==> src/rtl/cc_timer_flags.sv <==
module cc_timer_flags #(
  parameter int          PRE_DIV  = 4,
  parameter logic [15:0] RST_LOAD = 16'hFFFC
) (
  input  logic       clk,
  input  logic       rst_n,
  input  logic [3:0] bus_addr,
  input  logic       bus_rd,
  input  logic       bus_wr,
  input  logic [7:0] bus_wdata,
  output logic [7:0] bus_rdata,
  input  logic       cap_a_pin,
  input  logic       cap_b_pin,
  output logic       cmp_a_out,
  output logic       cmp_b_out
);
  localparam int PW = (PRE_DIV > 1) ? $clog2(PRE_DIV) : 1;
  localparam logic [PW-1:0] PRE_TOP = PW'(PRE_DIV - 1);
  localparam logic [3:0] A_STAT = 4'h0, A_MODE = 4'h1, A_CNTH = 4'h2, A_CNTL = 4'h3,
                         A_ALTH = 4'h4, A_ALTL = 4'h5, A_CAH  = 4'h6, A_CAL  = 4'h7,
                         A_CBH  = 4'h8, A_CBL  = 4'h9, A_OAH  = 4'hA, A_OAL  = 4'hB,
                         A_OBH  = 4'hC, A_OBL  = 4'hD;

  // flag vector order matches status bits 7..3: capA, cmpA, wrap, capB, cmpB
  logic [PW-1:0] pre;
  logic [15:0]   cnt, cap_a, cap_b, cmp_a, cmp_b;
  logic          frz, pwm, tog_a, tog_b;
  logic [4:0]    flg, arm;
  logic [1:0]    sy1, sy2, sy3;

  wire        acc    = bus_rd | bus_wr;
  wire        stat_rd = bus_rd && bus_addr == A_STAT;
  wire        cnt_wr = bus_wr && bus_addr == A_CNTL;
  wire        tick   = !frz && pre == PRE_TOP;
  wire [15:0] nxt    = cnt + 16'd1;
  wire        hit_a  = tick && nxt == cmp_a;
  wire        hit_b  = tick && nxt == cmp_b;
  wire        wrap   = tick && cnt == 16'hFFFF;
  wire [1:0]  rise   = sy2 & ~sy3;
  wire [4:0]  set    = {rise[0] | (pwm & hit_b), hit_a, wrap, rise[1], hit_b};
  wire [4:0]  lo_acc = acc ? {bus_addr == A_CAL, bus_addr == A_OAL, bus_addr == A_CNTL,
                              bus_addr == A_CBL, bus_addr == A_OBL} : 5'd0;
  wire [4:0]  clr    = arm & lo_acc;

  assign cmp_a_out = tog_a & ~frz;
  assign cmp_b_out = tog_b & ~frz;

  always_ff @(posedge clk or negedge rst_n) begin
    if (!rst_n) begin
      pre <= '0; cnt <= 16'h0; cap_a <= 16'h0; cap_b <= 16'h0;
      cmp_a <= 16'hFFFF; cmp_b <= 16'hFFFF; frz <= 1'b0; pwm <= 1'b0;
      tog_a <= 1'b0; tog_b <= 1'b0; flg <= '0; arm <= '0;
      sy1 <= '0; sy2 <= '0; sy3 <= '0;
    end else begin
      sy1 <= {cap_b_pin, cap_a_pin};
      sy2 <= sy1;
      sy3 <= sy2;
      if (rise[0]) cap_a <= cnt;
      if (rise[1]) cap_b <= cnt;
      flg <= set | (flg & ~clr);
      arm <= stat_rd ? flg : (arm & ~lo_acc);
      tog_a <= tog_a ^ hit_a;
      tog_b <= tog_b ^ hit_b;
      if (cnt_wr) begin
        cnt <= RST_LOAD;
        pre <= '0;
      end else if (!frz) begin
        pre <= tick ? '0 : pre + 1'b1;
        if (tick) cnt <= nxt;
      end
      if (bus_wr) begin
        case (bus_addr)
          A_STAT: frz <= bus_wdata[2];
          A_MODE: pwm <= bus_wdata[0];
          A_OAH:  cmp_a[15:8] <= bus_wdata;
          A_OAL:  cmp_a[7:0]  <= bus_wdata;
          A_OBH:  cmp_b[15:8] <= bus_wdata;
          A_OBL:  cmp_b[7:0]  <= bus_wdata;
          default: ;
        endcase
      end
    end
  end

  always_comb begin
    bus_rdata = 8'h00;
    if (bus_rd) begin
      case (bus_addr)
        A_STAT:         bus_rdata = {flg, frz, 2'b00};
        A_MODE:         bus_rdata = {7'd0, pwm};
        A_CNTH, A_ALTH: bus_rdata = cnt[15:8];
        A_CNTL, A_ALTL: bus_rdata = cnt[7:0];
        A_CAH:          bus_rdata = cap_a[15:8];
        A_CAL:          bus_rdata = cap_a[7:0];
        A_CBH:          bus_rdata = cap_b[15:8];
        A_CBL:          bus_rdata = cap_b[7:0];
        A_OAH:          bus_rdata = cmp_a[15:8];
        A_OAL:          bus_rdata = cmp_a[7:0];
        A_OBH:          bus_rdata = cmp_b[15:8];
        A_OBL:          bus_rdata = cmp_b[7:0];
        default:        bus_rdata = 8'h00;
      endcase
    end
  end

  p_step_r3: assert property (@(posedge clk) disable iff (!rst_n)
    (!frz && !cnt_wr) |=> (cnt == $past(cnt) || cnt == $past(cnt) + 16'd1));
  p_frozen_r11: assert property (@(posedge clk) disable iff (!rst_n)
    (frz && !cnt_wr) |=> ($stable(cnt) && $stable(pre)));
  p_wrap_set_r4: assert property (@(posedge clk) disable iff (!rst_n)
    (tick && cnt == 16'hFFFF) |=> flg[2]);
  p_cmp_set_r5: assert property (@(posedge clk) disable iff (!rst_n)
    (tick && nxt == cmp_a) |=> (flg[3] && tog_a != $past(tog_a)));
  p_unarmed_keep_r8: assert property (@(posedge clk) disable iff (!rst_n)
    (flg[2] && !arm[2]) |=> flg[2]);
  p_alias_keep_r9: assert property (@(posedge clk) disable iff (!rst_n)
    (flg[2] && acc && bus_addr == A_ALTL) |=> flg[2]);
endmodule

==> config.mk <==
export PLATFORM = sky130hd
export DESIGN_NAME = cc_timer_flags
export DESIGN_NICKNAME = d
export VERILOG_FILES = /design/src/rtl/cc_timer_flags.sv
export SDC_FILE = /design/constraint.sdc
export NUM_CORES = 1
export LEC_CHECK = 0
export ABC_AREA = 1
export BUFFER_PORTS_ARGS = -buffer_cell sky130_fd_sc_hd__buf_2
export CORE_MARGIN = 2
export CORE_UTILIZATION = 44
export CTS_BUF_LIST = sky130_fd_sc_hd__clkbuf_16
export DETAILED_ROUTE_END_ITERATION = 6
export PLACE_DENSITY_LB_ADDON = 0.15
export SLEW_MARGIN = 20
export SYNTH_ARGS = -nofsm -noshare
export SYNTH_HDL_FRONTEND = slang
export SYNTH_SLANG_ARGS = --single-unit
==> constraint.sdc <==
create_clock -name clk -period 1.6 [get_ports clk]
set_input_delay 0 -clock clk [delete_from_list [all_inputs] [get_ports clk]]
set_output_delay 0 -clock clk [all_outputs]
set_load 0.02 [all_outputs]
==> results of run 1 <==
layout make-up:
cell class | count | area (um^2)
fillers | 1174 | 4850
inverters | 90 | 358
multi-input cells | 539 | 2950
well taps | 172 | 215
clock buffers | 10 | 250
repair buffers | 160 | 1260
clock inverters | 6 | 28.8
flip-flops and latches | 102 | 2600
power by group through the flow:
stage	Sequential [W]	Combinational (W)	Clock [W]
4_1_cts	0.00387	0.00530	0.00215
3_3_place_gp	0.00383	0.00473	0
3_5_place_dp	0.00386	0.00480	0
5_1_grt	0.00397	0.00619	0.00227
6_report	0.00390	0.00569	0.00212
2_1_floorplan	0.00372	0.00265	0
synth_stat cells (all sizes together), types with 2 or more instances:
cell,number,area share
a211oi,2,0.0027
a21oi,12,0.011
a221oi,5,0.0079
a22o,4,0.0063
a22oi,14,0.019
a31oi,4,0.0045
clkbuf,14,0.0094
clkinv,2,0.0013
dfrtp,70,0.31
dfstp,32,0.15
ha,2,0.0045
inv,88,0.059
nand2,252,0.17
nand3,68,0.063
nand3b,9,0.012
nand4,11,0.012
nor2,53,0.044
nor3,4,0.0036
o2111ai,3,0.0047
o21ai,80,0.074
o221ai,2,0.0031
o22ai,7,0.0079
or2,2,0.0022
xor2,2,0.0031
worst max-delay path: cells and delay by family (launching register included):
family / cells / cell delay [ns]
flops: 1 / 0.44
simple gates: 9 / 0.77
buf+inv: 2 / 0.22
compound gates: 1 / 0.12
fa+ha+maj: 1 / 0.19
worst max-delay path by stage:
stage / to / depth (start not counted)
2_1_floorplan: tog_b / 12
3_3_place_gp: tog_b / 11
3_5_place_dp: tog_a / 12
4_1_cts: tog_a / 12
5_1_grt: tog_a / 13
6_report: tog_a / 13
layer usage:
metal,GRT usage,vias to the layer above
met3,0.0581,35
met1,0.398,2796
met2,0.462,221
met5,0,-
met4,0.124,0
li1,-,2766
cell families (layout without fill, tap and decap cells):
| group | Yosys count | in the layout | synth area share |
|---|---|---|---|
| simple gates | 399 | 399 | 0.311 |
| flops | 102 | 102 | 0.465 |
| buf+inv | 105 | 266 | 0.0714 |
| xor+xnor | 3 | 3 | 0.00471 |
| compound gates | 135 | 135 | 0.143 |
| fa+ha+maj | 2 | 2 | 0.00449 |
repair_timing:
item | in CTS | in global routing
hold buffers | 10 | 0
hold endpoints to repair | 67 | 0
gates resized for setup | 73 | 54
pin swaps | 38 | 26
setup endpoints to repair | 16 | 19
setup buffers | 13 | 11
registers in the layout, indices dropped and copies added (netlist names), 2 cells and up:
register and count:
cmp_b 16, cap_a 16, sy3 2, sy1 2
cmp_a 16, flg 5, pre 2, cap_b 16
cnt 16, arm 5, sy2 2
stage by stage:
stage                      util  hold WS (ns)  setup TNS (ns)  power, W  cell area [um^2]
after detailed placement  0.536       0.00734           -1.30   0.00866              6710
after global routing      0.612        0.0481           -2.38    0.0124              7660
after floorplan               -        -0.296         -0.0740   0.00637              5600
after global placement    0.536       0.00289           -1.13   0.00856              6710
final                     0.612        0.0119           -1.37    0.0117              7660
after CTS                 0.593       0.00628           -1.15    0.0113              7430
==> results.py, run 1 <==
metrics = {
    "setup_path": {
        "cpMostUsedCell": "nand2_1",
        "rrSetupSlack_ns": -0.26,
        "crit_type": "reg -> reg",
        "arrival_ns": 2.10,
        "crit-reg2reg-launch": "cnt[0]",
        "setup.worst_path.start": "cnt[0]",
        "crit_path_end_kind": "flop",
        "reg2regPathDepth": 13,
        "rr_endpoint": "tog_a",
        "cp_max_fo": 4,
        "slowest_delay_ns": 0.44,
        "critPathLaunchType": "flop",
        "cp_cell_sequence": "ha_4, nand3_4, buf_4, o21ai_2, nand2_1, nand2_1, nand2_2, inv_1, nand3_2, nor2_4, nand3_2, nand2_1, nand2_1",
        "critical_path_required_ns": 1.85,
        "crit_slowest_cell": "dfrtp_2",
    },
    "routing": {
        "drt_iter0_markers": 436,
        "vias": 5818,
        "drc": 0,
        "wl_met2_um": 8960,
        "via_per_inst": 5.39,
        "wl_met3_um": 1270,
        "dr.pass1.iters": 5,
        "dr.max_layer_used": "met4",
        "drt-met1-wl_um": 8420,
        "detail-route-antenna-nets": 0,
        "detail_route.wl_per_cell_um": 17.9,
        "drt-total-wl_um": 19300,
    },
    "logic_synthesis": {
        "synth.avg_cell_area_um2": 7.47,
        "syn_nets": 766,
        "synth_cell_types": 37,
        "yosys_warnings": 0,
        "syn-cell-area_um2": 5570,
        "yosysSeqAreaShare": 0.465,
        "synth_edf_count": 0,
        "async_reset_ff_frac": 1.00,
        "ys_ff_latch": 102,
        "syn_inst": 746,
        "synth_top_flop_cell": "dfrtp_1",
    },
    "clock_network": {
        "clockBufferDepth": 2,
        "clock_latency_ns": 0.36,
        "cts_tree": "yes",
        "root_buffer": "clkbuf_16",
        "cts_buffers": 9,
        "clkTransAtPathRegs_ns": 0.07,
        "h-tree-depth": 3,
        "cts_sinks": 102,
    },
    "global_route": {
        "track_usage": 0.294,
        "grt-ovfl-total": 0,
        "grt_pass1_wl_um": 29300,
        "antenna_found_initial": 0,
        "grt_max_degree": 50,
        "grt_pass1_vias": 5359,
    },
    "power_and_ir_drop": {
        "clkPwrFrac": 0.181,
        "power_switching_w": 0.00474,
        "swShare": 0.405,
        "power_frac_seq": 0.333,
        "ir_worst_vdd_mv": 0.894,
        "combPwrFrac": 0.486,
        "p_int_w": 0.00697,
        "power_density_nw_per_um2": 1530,
        "leakage_nw": 3.75,
    },
    "sta": {
        "layout_setup_ws_ns": -0.260,
        "rsz0062_at_grt": "yes",
        "min_period_over_period": 1.16,
        "tightest_slew_ns": 0.543,
        "fmaxAchievable_ghz": 0.538,
        "drv_slew": 0,
        "hold_violations": 0,
        "skew_ns": 0.00790,
        "setup_viol": 10,
        "slew_headroom": 0.638,
        "period_needed_ns": 1.86,
    },
    "placed_design": {
        "dp_slack_ns": -0.286,
        "dp_hpwl_um": 14700,
        "dp.cells": 1032,
        "io_buffers": 27,
        "gp_congestion": 0.970,
    },
    "die": {
        "start_util": 0.445,
        "core-area_um2": 12500,
        "die_h_um": 117,
        "rows": 41,
        "dieArea_um2": 13600,
        "die_x_um": 117,
        "io_pins": 28,
    },
    "worst_hold_path": {
        "holdPathStages": 3,
        "worstHoldStart": "bus_wdata[2]",
        "hold_path_end": "cmp_a[2]",
        "min_path_type": "in -> reg",
    },
    "finish": {
        "syn_to_final_growth_pct": 37.5,
        "fin_nets": 922,
        "mostFrequentLayoutCell": "nand2_1",
        "drive_gt1_frac": 0.343,
        "final_cell_mix": "nand2_1, buf_4, o21ai_0, inv_1, dfrtp_1",
        "instances_no_fill": 1079,
        "num_antenna_cells": 0,
    },
    "job": {
        "maxCapViolCount": 0,
    },
    "run_status": {
        "status": "finished, violations left",
        "failed_checks": "setup timing",
    },
}
Power figures use the tool's default switching activity.
==> run 2, diff against run 1 <==
GPL_TIMING_DRIVEN = 0   (was not set)
==> run 2 against run 1 <==
  * The run still ends with setup timing left
  * Largest power group unchanged
  * Clock skew fell by 0.0029 ns
  * Cell area decreased by 9.7%
  * Setup slack worse by 0.060 ns
  * Flip-flop and latch count unchanged
  * Via count decreased by 5.9%
==> results.py, run 2 (same netlist as run 1, synthesis figures left out) <==
metrics = {
    "sta": {
        "tightest_slew_ns": 0.543,
        "period_needed_ns": 1.92,
        "drv_slew": 0,
        "layout_setup_ws_ns": -0.320,
        "hold_violations": 0,
        "slew_headroom": 0.638,
        "fmaxAchievable_ghz": 0.521,
        "setup_viol": 10,
        "rsz0062_at_grt": "yes",
        "skew_ns": 0.00500,
        "min_period_over_period": 1.20,
    },
    "routing": {
        "detail_route.wl_per_cell_um": 18.7,
        "dr.max_layer_used": "met4",
        "via_per_inst": 5.50,
        "drt-met1-wl_um": 8330,
        "vias": 5476,
        "wl_met2_um": 8500,
        "drt-total-wl_um": 18600,
        "detail-route-antenna-nets": 0,
        "drt_iter0_markers": 492,
        "wl_met3_um": 949,
        "drc": 0,
        "dr.pass1.iters": 5,
    },
    "die": {
        "dieArea_um2": 13600,
        "io_pins": 28,
        "core-area_um2": 12500,
        "rows": 41,
        "die_h_um": 117,
        "die_x_um": 117,
        "start_util": 0.445,
    },
    "global_route": {
        "grt-ovfl-total": 0,
        "grt_max_degree": 62,
        "antenna_found_initial": 0,
        "grt_pass1_wl_um": 29000,
        "grt_pass1_vias": 5306,
        "track_usage": 0.290,
    },
    "power_and_ir_drop": {
        "power_density_nw_per_um2": 1530,
        "ir_worst_vdd_mv": 0.767,
        "leakage_nw": 3.28,
    },
    "finish": {
        "fin_nets": 838,
        "num_antenna_cells": 0,
        "syn_to_final_growth_pct": 24.1,
        "mostFrequentLayoutCell": "nand2_1",
        "final_cell_mix": "nand2_1, o21ai_0, inv_1, dfrtp_1, nand3_1",
        "instances_no_fill": 995,
        "drive_gt1_frac": 0.252,
        "fin_area_um2": 6920,
        "finish.utilization": 0.553,
    },
    "clock_network": {
        "h-tree-depth": 3,
        "cts_sinks": 102,
        "clkTransAtPathRegs_ns": 0.07,
        "cts_tree": "yes",
        "root_buffer": "clkbuf_16",
        "cts_buffers": 9,
        "clockBufferDepth": 2,
        "clock_latency_ns": 0.35,
    },
    "setup_path": {
        "critical_path_required_ns": 1.85,
        "arrival_ns": 2.17,
        "cpMostUsedCell": "nand2_1",
        "rrSetupSlack_ns": -0.32,
        "crit_path_end_kind": "flop",
        "slowest_delay_ns": 0.43,
        "critPathLaunchType": "flop",
        "cp_cell_sequence": "ha_4, nand3_4, nor2_4, nand4_1, buf_4, nand3b_1, nand3_1, nor2_2, nand3_2, nand2_1, nand2_1",
        "cp_max_fo": 5,
        "crit_slowest_cell": "dfrtp_2",
        "crit_type": "reg -> reg",
    },
    "placed_design": {
        "gp_congestion": 0.982,
        "io_buffers": 26,
        "dp_hpwl_um": 13700,
        "dp.cells": 945,
        "place_area_um2": 5980,
    },
    "run_status": {
        "failed_checks": "setup timing",
        "status": "finished, violations left",
    },
    "job": {
        "maxCapViolCount": 0,
    },
    "worst_hold_path": {
        "min_path_type": "in -> reg",
    },
}
[run 2: routing by layer]
layer  track usage  vias to the layer above
met2         0.460                      195
li1              -                     2606
met5             0                        -
met3        0.0426                       46
met4         0.145                        0
met1         0.391                     2629
[run 2: worst max-delay path: cells and delay by family (launching register included)]
kind / cells / cell delay, ns
buffers and inverters: 1 / 0.18
adder cells (fa/ha/maj): 1 / 0.19
AND/OR/NAND/NOR: 9 / 1.03
flip-flops: 1 / 0.43
[run 2: through the flow]
stage / hold WS [ns] / total power (W) / setup slack, ns / TNS [ns]
2_1_floorplan: -0.296 / 0.00637 / -0.0516 / -0.0740
3_3_place_gp: 0.108 / 0.00737 / -0.561 / -50.69
5_1_grt: 0.0497 / 0.0113 / -0.474 / -2.58
4_1_cts: 0.0342 / 0.0103 / -0.259 / -1.29
3_5_place_dp: -0.0560 / 0.00750 / -0.535 / -13.05
6_report: 0.0258 / 0.0106 / -0.320 / -1.59
[run 2: final cells by class]
cell class	count	area, um^2
flip-flops and latches	102	2600
clock inverters	7	57.6
fillers	1246	5600
inverters	90	360
multi-input cells	540	2920
well taps	172	215
plain buffers	15	71.3
clock buffers	9	225
repair buffers	60	468
[run 2: power by group]
group | leakage, nW | total (W) | switching [W] | internal, W
logic | 2.01 | 0.00450 | 0.00288 | 0.00163
registers | 1.12 | 0.00396 | 0.000625 | 0.00333
clock network | 0.143 | 0.00215 | 0.000965 | 0.00119
[run 2: repair_timing]
action | in CTS | in global routing
setup buffers | 20 | 3
gates resized for setup | 70 | 49
endpoints found under the hold margin | 98 | 0
cloned | 1 | 0
endpoints found under the setup margin | 27 | 34
pin swaps | 30 | 18
hold buffers | 10 | 0
[run 2: worst paths after layout]
| path | from | to | cells after the start |
|---|---|---|---|
| worst max-delay path | cnt[1] | tog_a | 11 |
| worst min-delay path | bus_wdata[2] | cmp_b[10] | 3 |
| worst max register to register | cnt[1] | tog_a | 11 |
| worst min register to register | sy1[0] | sy2[0] | 0 |
| max in group asynchronous | rst_n | cmp_a[7] | 3 |
| min in group asynchronous | rst_n | cap_a[1] | 2 |
==> run 3, diff against run 2 <==
PLACE_DENSITY = 0.65   (was not set)
PLACE_DENSITY_LB_ADDON = not set   (was 0.15)
==> run 3 against run 2 <==
  * Combinational power is 4.4% higher
  * Utilization is 1.1 points higher
  * Routed wire length is 1.6% lower
  * Setup slack worse by 0.0017 ns
  * Sequential share of layout area is 0.71 points lower
  * Fmax hardly changed
  * Total power is 1.3% higher
  * Sequential power hardly changed
  * Cell area is 1.9% higher
  * Highest routed layer unchanged
  * Final cell count is 0.70% higher
  * The flow still finishes with violations (setup timing)
  * Clock power is 2% lower
==> results.py, run 3 (same netlist as run 1, synthesis figures left out) <==
metrics = {
    "routing": {
        "drt_iter0_markers": 473,
        "detail-route-antenna-nets": 0,
        "drc": 0,
        "detail_route.wl_per_cell_um": 18.2,
        "vias": 5552,
        "dr.pass1.iters": 7,
        "via_per_inst": 5.54,
        "drt-total-wl_um": 18300,
    },
    "sta": {
        "setup_viol": 9,
        "tightest_slew_ns": 0.532,
        "layout_setup_ws_ns": -0.321,
        "hold_violations": 0,
        "slew_headroom": 0.645,
        "period_needed_ns": 1.92,
        "fmaxAchievable_ghz": 0.520,
        "finalSetupTns_ns": -1.58,
        "min_period_over_period": 1.20,
        "drv_slew": 0,
        "skew_ns": 0.0123,
        "rsz0062_at_grt": "yes",
    },
    "setup_path": {
        "cp_top_family": "simple AND/OR/NAND/NOR gates",
        "arrival_ns": 2.22,
        "critical_path_required_ns": 1.90,
        "critPathLaunchType": "flop",
        "cp_max_fo": 6,
        "cpMostUsedCell": "nand2_1",
        "crit_slowest_cell": "dfrtp_1",
        "cp_cell_sequence": "buf_6, nand2_4, nor2_4, buf_12, nand2_8, nand2_4, buf_4, nand3_1, nand2_1, nand3_2, inv_1, nand2_1, nor2_2, nand3_1, nand2_1",
        "worstPathBufferInverterCount": 4,
        "crit_type": "reg -> reg",
        "slowest_delay_ns": 0.43,
        "crit_path_end_kind": "flop",
    },
    "finish": {
        "final_cell_mix": "nand2_1, o21ai_0, inv_1, dfrtp_1, nand3_1",
        "fillers": 1210,
        "multi_input_area_um2": 2970,
        "finish.utilization": 0.563,
        "seqCellArea_um2": 2600,
        "fin_area_um2": 7050,
        "num_antenna_cells": 0,
        "mostFrequentLayoutCell": "nand2_1",
        "fin_nets": 845,
        "syn_to_final_growth_pct": 26.5,
        "drive_gt1_frac": 0.273,
    },
    "clock_network": {
        "clockBufferDepth": 2,
        "root_buffer": "clkbuf_16",
        "cts_sinks": 102,
        "clock_latency_ns": 0.36,
        "cts_buffers": 9,
        "cts_tree": "yes",
        "h-tree-depth": 3,
        "clkTransAtPathRegs_ns": 0.07,
    },
    "die": {
        "dieArea_um2": 13600,
        "io_pins": 28,
        "rows": 41,
        "die_h_um": 117,
        "die_x_um": 117,
        "start_util": 0.445,
        "core-area_um2": 12500,
    },
    "global_route": {
        "grt_pass1_vias": 5089,
        "track_usage": 0.279,
        "grt_pass1_wl_um": 27800,
        "grt_max_degree": 57,
        "antenna_found_initial": 0,
        "grt-ovfl-total": 0,
    },
    "power_and_ir_drop": {
        "power_density_nw_per_um2": 1530,
        "ir_worst_vdd_mv": 1.02,
        "leakage_nw": 3.31,
    },
    "placed_design": {
        "io_buffers": 26,
        "dp_hpwl_um": 13600,
        "gp_congestion": 1.02,
        "place_area_um2": 5980,
    },
    "run_status": {
        "failed_checks": "setup timing",
        "status": "finished, violations left",
    },
    "worst_hold_path": {
        "min_path_type": "in -> reg",
    },
    "job": {
        "maxCapViolCount": 0,
    },
}
## run 3: timing repair
| action | CTS | global route |
|---|---|---|
| gates resized for setup | 55 | 73 |
| setup buffers | 15 | 17 |
| endpoints found under the hold margin | 101 | 0 |
| pin swaps | 35 | 37 |
| hold buffers | 10 | 0 |
| setup endpoints to repair | 26 | 36 |
## run 3: metal layers
metal | routed length, um | part of all wire | GRT usage
met5 | 0 | 0 | 0
met4 | 740 | 0.040 | 0.115
met3 | 920 | 0.050 | 0.0519
met2 | 8520 | 0.47 | 0.453
met1 | 8090 | 0.44 | 0.368
## run 3: through the flow
step	std cells	setup WS (ns)	total power, W	hold slack [ns]
after global placement	944	-0.595	0.00738	0.109
after CTS	986	-0.269	0.0101	0.0270
after floorplan	746	-0.0516	0.00637	-0.296
after detailed placement	945	-0.521	0.00748	-0.0386
after global routing	1002	-0.439	0.0114	0.0437
final	1002	-0.321	0.0108	0.0114
## run 3: area by class of cell
class                   count  share of cell area
flip-flops and latches    102               0.369
plain buffers              15              0.0101
inverters                  90              0.0508
multi-input cells         539               0.421
clock buffers               9              0.0319
repair buffers             68              0.0788
well taps                 172              0.0305
clock inverters             7             0.00834
## run 3: power by group
| group | total [W] | switching [W] | leakage (nW) | internal (W) |
|---|---|---|---|---|
| Combinational | 0.00470 | 0.00293 | 2.05 | 0.00177 |
| Clock | 0.00210 | 0.00103 | 0.132 | 0.00107 |
| Sequential | 0.00395 | 0.000624 | 1.12 | 0.00333 |
## run 3: final timing paths
kind / startpoint / to / slack [ns] / cells after the start
setup / recovery: cnt[1] / tog_a / -0.32 / 15
hold / removal: bus_wdata[2] / cmp_a[2] / 0.01 / 3
setup reg to reg: cnt[1] / tog_a / -0.32 / 15
hold reg to reg: sy1[0] / sy2[0] / 0.35 / 0
max in group asynchronous: rst_n / cmp_a[7] / 0.77 / 3
min in group asynchronous: rst_n / cap_a[1] / 0.14 / 2
## run 3: tightest hold or removal path, cell delays in order
cell and delay, ns:
buf_2 0.09, inv_1 0.15, o21ai_0 0.12
